[config.mk]
export PLATFORM = sky130hd
export DESIGN_NAME = loop_incr_counter
export DESIGN_NICKNAME = d
export VERILOG_FILES = /design/src/rtl/loop_ctr_pkg.sv /design/src/rtl/lc_token_ring.sv /design/src/rtl/lc_carry_chain.sv /design/src/rtl/lc_tff_bank.sv /design/src/rtl/loop_incr_counter.sv
export SDC_FILE = /design/constraint.sdc
export NUM_CORES = 1
export LEC_CHECK = 0
export BUFFER_PORTS_ARGS = -buffer_cell sky130_fd_sc_hd__buf_2
export CAP_MARGIN = 30
export CELL_PAD_IN_SITES_DETAIL_PLACEMENT = 1
export CELL_PAD_IN_SITES_GLOBAL_PLACEMENT = 1
export CORE_AREA = 2 2 39 41
export DETAILED_ROUTE_END_ITERATION = 12
export DIE_AREA = 0 0 41 43
export PLACE_DENSITY_LB_ADDON = 0.15
export REMOVE_ABC_BUFFERS = 1
export SETUP_SLACK_MARGIN = 0.2
export SYNTH_ARGS = -nofsm -noshare
export SYNTH_HDL_FRONTEND = slang
export SYNTH_SLANG_ARGS = --single-unit
[constraint.sdc]
create_clock -name clk -period 0.9 [get_ports clk]
set_input_delay 0.09 -clock clk [delete_from_list [all_inputs] [get_ports clk]]
set_output_delay 0.09 -clock clk [all_outputs]
set_load 0.02 [all_outputs]
[src/rtl/loop_ctr_pkg.sv]
package loop_ctr_pkg;

  // One-hot control token: one bit per sequencing stage
  typedef struct packed {
    logic pause;
    logic update;
    logic start;
  } stage_t;

  localparam int unsigned STAGE_COUNT = 3;

endpackage

[src/rtl/lc_token_ring.sv]
module lc_token_ring
  import loop_ctr_pkg::*;
(
  input  logic   clk,
  input  logic   rst_n,
  output stage_t stage_q
);

  stage_t stage_d;
  logic   idle;

  // No stage hot only happens right after the clear, so the start
  // stage fires once and the token then circulates update <-> pause.
  assign idle = ~(stage_q.start | stage_q.update | stage_q.pause);

  always_comb begin
    stage_d        = '0;
    stage_d.start  = idle;
    stage_d.update = stage_q.start | stage_q.pause;
    stage_d.pause  = stage_q.update;
  end

  always_ff @(posedge clk or negedge rst_n) begin
    if (!rst_n) stage_q <= '0;
    else        stage_q <= stage_d;
  end

endmodule

[src/rtl/lc_carry_chain.sv]
module lc_carry_chain #(
  parameter int unsigned WIDTH = 2
) (
  input  logic             enable,
  input  logic [WIDTH-1:0] value,
  output logic [WIDTH-1:0] toggle
);

  logic [WIDTH:0] carry;

  assign carry[0] = enable;

  for (genvar i = 0; i < WIDTH; i++) begin : g_ripple
    assign toggle[i]  = carry[i];
    assign carry[i+1] = carry[i] & value[i];
  end

endmodule

[src/rtl/lc_tff_bank.sv]
module lc_tff_bank #(
  parameter int unsigned WIDTH = 2
) (
  input  logic             clk,
  input  logic             rst_n,
  input  logic [WIDTH-1:0] toggle,
  output logic [WIDTH-1:0] q
);

  for (genvar i = 0; i < WIDTH; i++) begin : g_tff
    always_ff @(posedge clk or negedge rst_n) begin
      if (!rst_n)         q[i] <= 1'b0;
      else if (toggle[i]) q[i] <= ~q[i];
    end
  end

endmodule

[src/rtl/loop_incr_counter.sv]
module loop_incr_counter
  import loop_ctr_pkg::*;
#(
  parameter int unsigned WIDTH = 2
) (
  input  logic             clk,
  input  logic             rst_n,
  output logic [WIDTH-1:0] count_o
);

  stage_t           stage_q;
  logic [WIDTH-1:0] toggle_en;
  logic [WIDTH-1:0] var_q;

  lc_token_ring u_ring (
    .clk     (clk),
    .rst_n   (rst_n),
    .stage_q (stage_q)
  );

  lc_carry_chain #(.WIDTH(WIDTH)) u_carry (
    .enable (stage_q.update),
    .value  (var_q),
    .toggle (toggle_en)
  );

  lc_tff_bank #(.WIDTH(WIDTH)) u_bits (
    .clk    (clk),
    .rst_n  (rst_n),
    .toggle (toggle_en),
    .q      (var_q)
  );

  assign count_o = var_q;

endmodule

==> results of run 1 <==
-- layout make-up --
cell class	instances	area (um2)
Fill cell	148	1120
Tap cell	16	20.0
Sequential cell	5	125
Clock buffer	4	26.3
Timing Repair Buffer	6	52.6
Multi-Input combinational cell	5	38.8
-- state kept, by name (all words and copies together) (netlist names) --
name            cells
u_ring.stage_q      3
u_bits.q            2
-- cell usage in the layout (no fill, tap or decap) --
cell                            n
sky130_fd_sc_hd__clkbuf_4       3
sky130_fd_sc_hd__buf_2          1
sky130_fd_sc_hd__or2_4          1
sky130_fd_sc_hd__nor2_2         1
sky130_fd_sc_hd__xnor2_1        1
sky130_fd_sc_hd__buf_4          2
sky130_fd_sc_hd__dfrtp_1        5
sky130_fd_sc_hd__nand2_2        1
sky130_fd_sc_hd__clkbuf_1       1
sky130_fd_sc_hd__buf_6          2
sky130_fd_sc_hd__xor2_1         1
sky130_fd_sc_hd__dlygate4sd3_1  1
-- path summary, 6_finish.rpt --
path | startpoint | to | slack [ps] | cells past startpoint
setup / recovery | u_bits.q[0] | count_o[0] | 40 | 1
hold reg to reg | u_ring.stage_q[0] | u_ring.stage_q[1] | 470 | 1
hold / removal | rst_n | u_ring.stage_q[2] | 180 | 2
max in group asynchronous | rst_n | u_bits.q[0] | 590 | 2
min in group clk | u_ring.stage_q[0] | u_ring.stage_q[1] | 470 | 1
setup reg to reg | u_bits.q[0] | u_bits.q[0] | 90 | 2
-- power by group through the flow --
| stage | Sequential, mW | Clock, mW | Combinational [mW] |
|---|---|---|---|
| after CTS | 0.226 | 0.278 | 0.00959 |
| final | 0.226 | 0.265 | 0.00888 |
| after global placement | 0.229 | 0 | 0.00640 |
| after floorplan | 0.229 | 0 | 0.0000000182 |
| after global routing | 0.225 | 0.308 | 0.0101 |
| after detailed placement | 0.229 | 0 | 0.00640 |
-- stage by stage --
stage | cell area [um2] | total power [mW]
6_report | 263 | 0.500
5_1_grt | 263 | 0.543
4_1_cts | 263 | 0.513
3_5_place_dp | 196 | 0.235
3_3_place_gp | 196 | 0.235
2_1_floorplan | 161 | 0.229
-- repair_timing --
action	4_1_cts	5_1_grt
setup endpoints to repair	6	6
pin swaps	1	0
resized for setup	5	0
setup buffers	2	0
hold buffers	1	0
hold endpoints to repair	5	0
-- routing by layer --
| metal | GRT usage | part of all wire |
|---|---|---|
| met5 | 0 | 0 |
| met4 | 0.0600 | 0.040 |
| met3 | 0.0942 | 0.15 |
| met2 | 0.0656 | 0.45 |
| met1 | 0.0588 | 0.35 |
-- kinds of logic after synthesis --
family | synth area share
and+or+nand+nor | 0.116
xor gates and xnor gates | 0.109
DFF | 0.775
==> flow_summary.html, run 1 <==
<table>
<tr><th>Metric</th><th>Value</th></tr>
<tr><th colspan="2">Synth</th></tr>
<tr><td>Total number of yosys warnings</td><td>0</td></tr>
<tr><td>Post-synth top area cell</td><td>sky130_fd_sc_hd__dfrtp_1</td></tr>
<tr><td>Number of storage elements in the synthesis netlist</td><td>5</td></tr>
<tr><td>Synth Flop Type</td><td>sky130_fd_sc_hd__dfrtp_1</td></tr>
<tr><td>Mean Syn Cell Area</td><td>between 15 and 20 um2</td></tr>
<tr><td>Number of distinct library cells after synthesis</td><td>6</td></tr>
<tr><td>Area of the mapped netlist</td><td>161 um2</td></tr>
<tr><td>Post-synthesis cell count</td><td>10</td></tr>
<tr><td>Seq/Total Area, Yosys</td><td>0.775</td></tr>
<tr><td>Number of enable flip-flop cells after synthesis</td><td>0</td></tr>
<tr><td>Most frequently used cell type in the post-synthesis netlist</td><td>sky130_fd_sc_hd__dfrtp_1</td></tr>
<tr><td>Fraction of synthesized cell area taken by the top area cell type</td><td>0.775</td></tr>
<tr><td>Top cells by area in the synthesized netlist</td><td>sky130_fd_sc_hd__dfrtp_1, sky130_fd_sc_hd__or2_4, sky130_fd_sc_hd__xnor2_1</td></tr>
<tr><td>Proportion of synthesized flip-flops having asynchronous set or reset</td><td>1.00</td></tr>
<tr><th colspan="2">Detailed routing</th></tr>
<tr><td>1st-pass router iterations</td><td>2</td></tr>
<tr><td>Final routed wire length divided by cell count</td><td>9.14 um</td></tr>
<tr><td>Post-detailed-route count of antenna-violating nets</td><td>0</td></tr>
<tr><td>Wirelength, routed</td><td>329 um</td></tr>
<tr><td>Number of remaining DRC errors</td><td>0</td></tr>
<tr><td>Via count normalized by instance count</td><td>3.08</td></tr>
<tr><td>Routed via count</td><td>around 110</td></tr>
<tr><td>Violation count after the first detailed-routing iteration</td><td>1</td></tr>
<tr><th colspan="2">Critical path</th></tr>
<tr><td>Kind of cell adding the most delay to the critical path</td><td>flip-flops</td></tr>
<tr><td>Crit Path Category</td><td>register to output pin</td></tr>
<tr><td>Kind of end point of the critical path</td><td>output pin</td></tr>
<tr><td>Critical-path cell list</td><td>buf_6</td></tr>
<tr><td>Data required time of the worst path</td><td>810 ps</td></tr>
<tr><td>Cell at the slowest stage of the critical path</td><td>sky130_fd_sc_hd__dfrtp_1</td></tr>
<tr><td>Longest individual stage delay on the worst path</td><td>~390 ps</td></tr>
<tr><td>Startpoint type of the worst setup path</td><td>register</td></tr>
<tr><td>Maximum fanout along the worst path</td><td>2</td></tr>
<tr><td>Arrival time worst endpoint</td><td>770 ps</td></tr>
<tr><td>Count of buffer and inverter cells on the critical path</td><td>1</td></tr>
<tr><th colspan="2">Power</th></tr>
<tr><td>Clock network power share</td><td>0.531</td></tr>
<tr><td>Leakage power summed over all cells</td><td>0.133 nW</td></tr>
<tr><td>Logic gate share of total power</td><td>0.018</td></tr>
<tr><td>Power per Cell Area</td><td>1900 nW/um2</td></tr>
<tr><td>Part of the power in registers</td><td>0.452</td></tr>
<tr><td>Reported net switching power</td><td>0.102 mW</td></tr>
<tr><td>Switching fraction of total power</td><td>0.203</td></tr>
<tr><td>Peak supply drop</td><td>0.861 mV</td></tr>
<tr><td>Internal power of the cells</td><td>0.398 mW</td></tr>
<tr><th colspan="2">STA</th></tr>
<tr><td>Min Clock Period, post-route</td><td>862 ps</td></tr>
<tr><td>Highest Clock Rate</td><td>1160 MHz</td></tr>
<tr><td>Number of endpoints failing setup at the final stage</td><td>0</td></tr>
<tr><td>Actual slew at the worst max-slew pin</td><td>a little under 200 ps</td></tr>
<tr><td>Unrepaired setup endpoints after global routing</td><td>true</td></tr>
<tr><td>Worst-case clock skew</td><td>1.92 ps</td></tr>
<tr><td>Post-route clock period utilization</td><td>0.958</td></tr>
<tr><td>Final setup TNS</td><td>0 ps</td></tr>
<tr><td>Endpoints failing hold</td><td>0</td></tr>
<tr><td>Count of pins over their slew limit</td><td>0</td></tr>
<tr><td>Worst Slack Setup Final</td><td>38.1 ps</td></tr>
<tr><td>Fin Hold WS</td><td>between 150 and 200 ps</td></tr>
<tr><td>Worst slew margin relative to its limit</td><td>0.871</td></tr>
<tr><th colspan="2">Min path</th></tr>
<tr><td>Hold Path Class</td><td>input port to asynchronous set/reset pin</td></tr>
<tr><th colspan="2">Die</th></tr>
<tr><td>Starting density of the core</td><td>0.117</td></tr>
<tr><td>Die Ht</td><td>43 um</td></tr>
<tr><td>Count of boundary I/O pins</td><td>4</td></tr>
<tr><td>Full die area</td><td>1760 um2</td></tr>
<tr><td>Width of the chip</td><td>slightly above 40 um</td></tr>
<tr><td>Placeable core region</td><td>roughly 1400 um2</td></tr>
<tr><td>Row cnt</td><td>14</td></tr>
<tr><th colspan="2">Final layout</th></tr>
<tr><td>Layout cells sized above 1</td><td>0.550</td></tr>
<tr><td>Final Net Count</td><td>23</td></tr>
<tr><td>Synth-to-Final Area Change</td><td>62.8%</td></tr>
<tr><td>Antenna cells</td><td>0</td></tr>
<tr><td>Final Core Density</td><td>0.190</td></tr>
<tr><td>Finished Layout Cells</td><td>36</td></tr>
<tr><th colspan="2">Clock tree</th></tr>
<tr><td>Clock tree root buffer cell</td><td>sky130_fd_sc_hd__clkbuf_4</td></tr>
<tr><td>Clock transition at the registers of the reported paths</td><td>40 ps</td></tr>
<tr><td>Insertion delay of the later-clocked pin in the worst-skew pair</td><td>250 ps</td></tr>
<tr><td>Max H-tree Level</td><td>1</td></tr>
<tr><td>Clock tree from TritonCTS</td><td>built</td></tr>
<tr><td>Number of buffers between clock root and the deepest sink</td><td>2</td></tr>
<tr><td>Total CTS buffers</td><td>3</td></tr>
<tr><td>Clk sinks</td><td>5</td></tr>
<tr><th colspan="2">Placement</th></tr>
<tr><td>Setup WS pre-CTS</td><td>145 ps</td></tr>
<tr><td>DP Cell Count</td><td>29</td></tr>
<tr><td>Detailed-placement wirelength estimate</td><td>189 um</td></tr>
<tr><td>Routability cong.</td><td>0.583</td></tr>
<tr><td>IO buf count</td><td>3</td></tr>
<tr><th colspan="2">Global routing</th></tr>
<tr><td>Number of antenna violations at the first check in global routing</td><td>0</td></tr>
<tr><td>Pin count of the biggest net entering global routing</td><td>6</td></tr>
<tr><td>First-pass GRT wire length</td><td>600 um</td></tr>
<tr><td>Aggregate global-route resource usage</td><td>0.0666</td></tr>
<tr><td>Number of global-route vias before repair</td><td>136</td></tr>
<tr><td>Global-route congestion overflow total</td><td>0</td></tr>
<tr><th colspan="2">Job</th></tr>
<tr><td>Count of max-cap constraint violations</td><td>0</td></tr>
<tr><th colspan="2">Run status</th></tr>
<tr><td>Result of the run</td><td>complete, no violations</td></tr>
</table>
Note: power is estimated with default switching activity, not from simulation.
==> run 2: changes to the inputs <==
--- a/config.mk
+++ b/config.mk
@@ -6,10 +6,11 @@
 export NUM_CORES = 1
 export LEC_CHECK = 0
 export BUFFER_PORTS_ARGS = -buffer_cell sky130_fd_sc_hd__buf_2
-export CAP_MARGIN = 30
+export CAP_MARGIN = 20
 export CELL_PAD_IN_SITES_DETAIL_PLACEMENT = 1
 export CELL_PAD_IN_SITES_GLOBAL_PLACEMENT = 1
 export CORE_AREA = 2 2 39 41
+export CTS_BUF_LIST = sky130_fd_sc_hd__clkbuf_16
 export DETAILED_ROUTE_END_ITERATION = 12
 export DIE_AREA = 0 0 41 43
 export PLACE_DENSITY_LB_ADDON = 0.15
==> flow_summary.html, run 2 (synthesis results as in run 1) <==
<table>
<tr><th>Metric</th><th>Value</th></tr>
<tr><th colspan="2">Power</th></tr>
<tr><td>Peak supply drop</td><td>between 1.5 and 2 mV</td></tr>
<tr><td>Leakage power summed over all cells</td><td>roughly 0.16 nW</td></tr>
<tr><td>Power per Cell Area</td><td>3020 nW/um2</td></tr>
<tr><th colspan="2">Placement</th></tr>
<tr><td>IO buf count</td><td>3</td></tr>
<tr><td>Routability cong.</td><td>0.583</td></tr>
<tr><td>Detailed-placement wirelength estimate</td><td>189 um</td></tr>
<tr><th colspan="2">Critical path</th></tr>
<tr><td>Cell at the slowest stage of the critical path</td><td>sky130_fd_sc_hd__dfrtp_1</td></tr>
<tr><td>Kind of end point of the critical path</td><td>output pin</td></tr>
<tr><td>Longest individual stage delay on the worst path</td><td>~390 ps</td></tr>
<tr><td>Arrival time worst endpoint</td><td>around 750 ps</td></tr>
<tr><td>Critical-path cell list</td><td>buf_6</td></tr>
<tr><td>Data required time of the worst path</td><td>810 ps</td></tr>
<tr><td>Kind of cell adding the most delay to the critical path</td><td>flip-flops</td></tr>
<tr><td>Maximum fanout along the worst path</td><td>2</td></tr>
<tr><td>Crit Path Category</td><td>register to output pin</td></tr>
<tr><td>Startpoint type of the worst setup path</td><td>register</td></tr>
<tr><td>Count of buffer and inverter cells on the critical path</td><td>1</td></tr>
<tr><th colspan="2">Global routing</th></tr>
<tr><td>Aggregate global-route resource usage</td><td>0.0676</td></tr>
<tr><td>Global-route congestion overflow total</td><td>0</td></tr>
<tr><td>Number of antenna violations at the first check in global routing</td><td>0</td></tr>
<tr><td>First-pass GRT wire length</td><td>between 600 and 700 um</td></tr>
<tr><td>Number of global-route vias before repair</td><td>137</td></tr>
<tr><td>Pin count of the biggest net entering global routing</td><td>6</td></tr>
<tr><th colspan="2">Final layout</th></tr>
<tr><td>Layout cells sized above 1</td><td>0.550</td></tr>
<tr><td>Synth-to-Final Area Change</td><td>95.3%</td></tr>
<tr><td>Flip-flop count of the largest register, all copies and words added</td><td>3</td></tr>
<tr><td>Commonest cells after routing, fill and taps aside</td><td>sky130_fd_sc_hd__dfrtp_1, sky130_fd_sc_hd__clkbuf_16, sky130_fd_sc_hd__buf_6, sky130_fd_sc_hd__buf_4</td></tr>
<tr><td>Final Net Count</td><td>23</td></tr>
<tr><td>Antenna cells</td><td>0</td></tr>
<tr><td>Most common cell after layout, fill and taps aside</td><td>sky130_fd_sc_hd__dfrtp_1</td></tr>
<tr><td>Top reg by flops</td><td>u_ring.stage_q</td></tr>
<tr><td>Largest registers</td><td>u_ring.stage_q: 3 flops, u_bits.q: 2 flops</td></tr>
<tr><th colspan="2">Clock tree</th></tr>
<tr><td>Clock tree from TritonCTS</td><td>built</td></tr>
<tr><td>Number of buffers between clock root and the deepest sink</td><td>2</td></tr>
<tr><td>Total CTS buffers</td><td>3</td></tr>
<tr><td>Clk sinks</td><td>5</td></tr>
<tr><td>Clock tree root buffer cell</td><td>sky130_fd_sc_hd__clkbuf_16</td></tr>
<tr><td>Max H-tree Level</td><td>1</td></tr>
<tr><td>Insertion delay of the later-clocked pin in the worst-skew pair</td><td>230 ps</td></tr>
<tr><td>Clock transition at the registers of the reported paths</td><td>approximately 30 ps</td></tr>
<tr><th colspan="2">Detailed routing</th></tr>
<tr><td>Post-detailed-route count of antenna-violating nets</td><td>0</td></tr>
<tr><td>Number of remaining DRC errors</td><td>0</td></tr>
<tr><td>Wirelength, routed</td><td>346 um</td></tr>
<tr><td>Final routed wire length divided by cell count</td><td>just under 10 um</td></tr>
<tr><td>Via count normalized by instance count</td><td>3.00</td></tr>
<tr><td>Routed via count</td><td>108</td></tr>
<tr><td>Violation count after the first detailed-routing iteration</td><td>3</td></tr>
<tr><td>1st-pass router iterations</td><td>2</td></tr>
<tr><th colspan="2">Die</th></tr>
<tr><td>Full die area</td><td>1760 um2</td></tr>
<tr><td>Die Ht</td><td>43 um</td></tr>
<tr><td>Width of the chip</td><td>41 um</td></tr>
<tr><td>Count of boundary I/O pins</td><td>4</td></tr>
<tr><td>Row cnt</td><td>14</td></tr>
<tr><td>Placeable core region</td><td>1380 um2</td></tr>
<tr><td>Starting density of the core</td><td>0.117</td></tr>
<tr><th colspan="2">STA</th></tr>
<tr><td>Worst-case clock skew</td><td>1.50 ps</td></tr>
<tr><td>Endpoints failing hold</td><td>0</td></tr>
<tr><td>Unrepaired setup endpoints after global routing</td><td>true</td></tr>
<tr><td>Highest Clock Rate</td><td>1190 MHz</td></tr>
<tr><td>Actual slew at the worst max-slew pin</td><td>197 ps</td></tr>
<tr><td>Fin Hold WS</td><td>207 ps</td></tr>
<tr><td>Final setup TNS</td><td>0 ps</td></tr>
<tr><td>Post-route clock period utilization</td><td>0.933</td></tr>
<tr><td>Worst slew margin relative to its limit</td><td>0.869</td></tr>
<tr><td>Min Clock Period, post-route</td><td>around 840 ps</td></tr>
<tr><td>Count of pins over their slew limit</td><td>0</td></tr>
<tr><td>Number of endpoints failing setup at the final stage</td><td>0</td></tr>
<tr><th colspan="2">Job</th></tr>
<tr><td>Count of max-cap constraint violations</td><td>0</td></tr>
<tr><th colspan="2">Min path</th></tr>
<tr><td>Hold Path Class</td><td>input port to asynchronous set/reset pin</td></tr>
<tr><th colspan="2">Run status</th></tr>
<tr><td>Result of the run</td><td>complete, no violations</td></tr>
</table>
## run 2: through the flow
| step | utilization | worst slack [ps] | cell area, um2 | std cells | total power, mW |
|---|---|---|---|---|---|
| CTS | 0.228 | 56.3 | 315 | 36 | 0.967 |
| detailed placement | 0.142 | 145 | 196 | 29 | 0.235 |
| global route | 0.228 | 34.2 | 315 | 36 | 0.997 |
| finish | 0.228 | 60.7 | 315 | 36 | 0.953 |
| global placement | 0.142 | 151 | 196 | 29 | 0.235 |
| floorplan | - | 100 | 161 | 10 | 0.229 |
## run 2: cell type report
type | count | area, um2
sequential | 5 | 125
multi-input combinational | 5 | 38.8
clock inverter | 1 | 3.75
timing repair buffer | 6 | 52.6
tap | 16 | 20.0
fill | 145 | 1070
clock buffer | 3 | 75.1
## run 2: routing by layer
layer,part of all wire,vias to the layer above,wire length (um),global-route usage
met3,0.14,0,50,0.0942
met1,0.40,53,139,0.0588
li1,-,49,-,-
met2,0.45,6,157,0.0688
met4,0,0,0,0.0600
met5,0,-,0,0
## run 2: what timing repair did
item	in CTS	in global routing
buffers inserted	2	0
hold endpoints to repair	5	0
hold buffers	1	0
pin swaps	1	0
resized for setup	5	0
setup endpoints to repair	6	6
## run 2: power by group
group / switching (mW) / leakage, nW / internal (mW)
combinational: 0.00453 / 0.0521 / 0.00441
clock: 0.143 / 0.0423 / 0.575
sequential: 0 / 0.0658 / 0.226
## run 2: worst paths after layout
| check | cells past startpoint | to | slack (ps) | startpoint |
|---|---|---|---|---|
| min in group clk | 1 | u_ring.stage_q[1] | 470 | u_ring.stage_q[0] |
| worst max register to register | 2 | u_bits.q[0] | 90 | u_bits.q[0] |
| worst min register to register | 1 | u_ring.stage_q[1] | 470 | u_ring.stage_q[0] |
| worst max-delay path | 1 | count_o[0] | 60 | u_bits.q[0] |
| worst min-delay path | 2 | u_ring.stage_q[2] | 210 | rst_n |
| max in group asynchronous | 2 | u_bits.q[0] | 560 | rst_n |
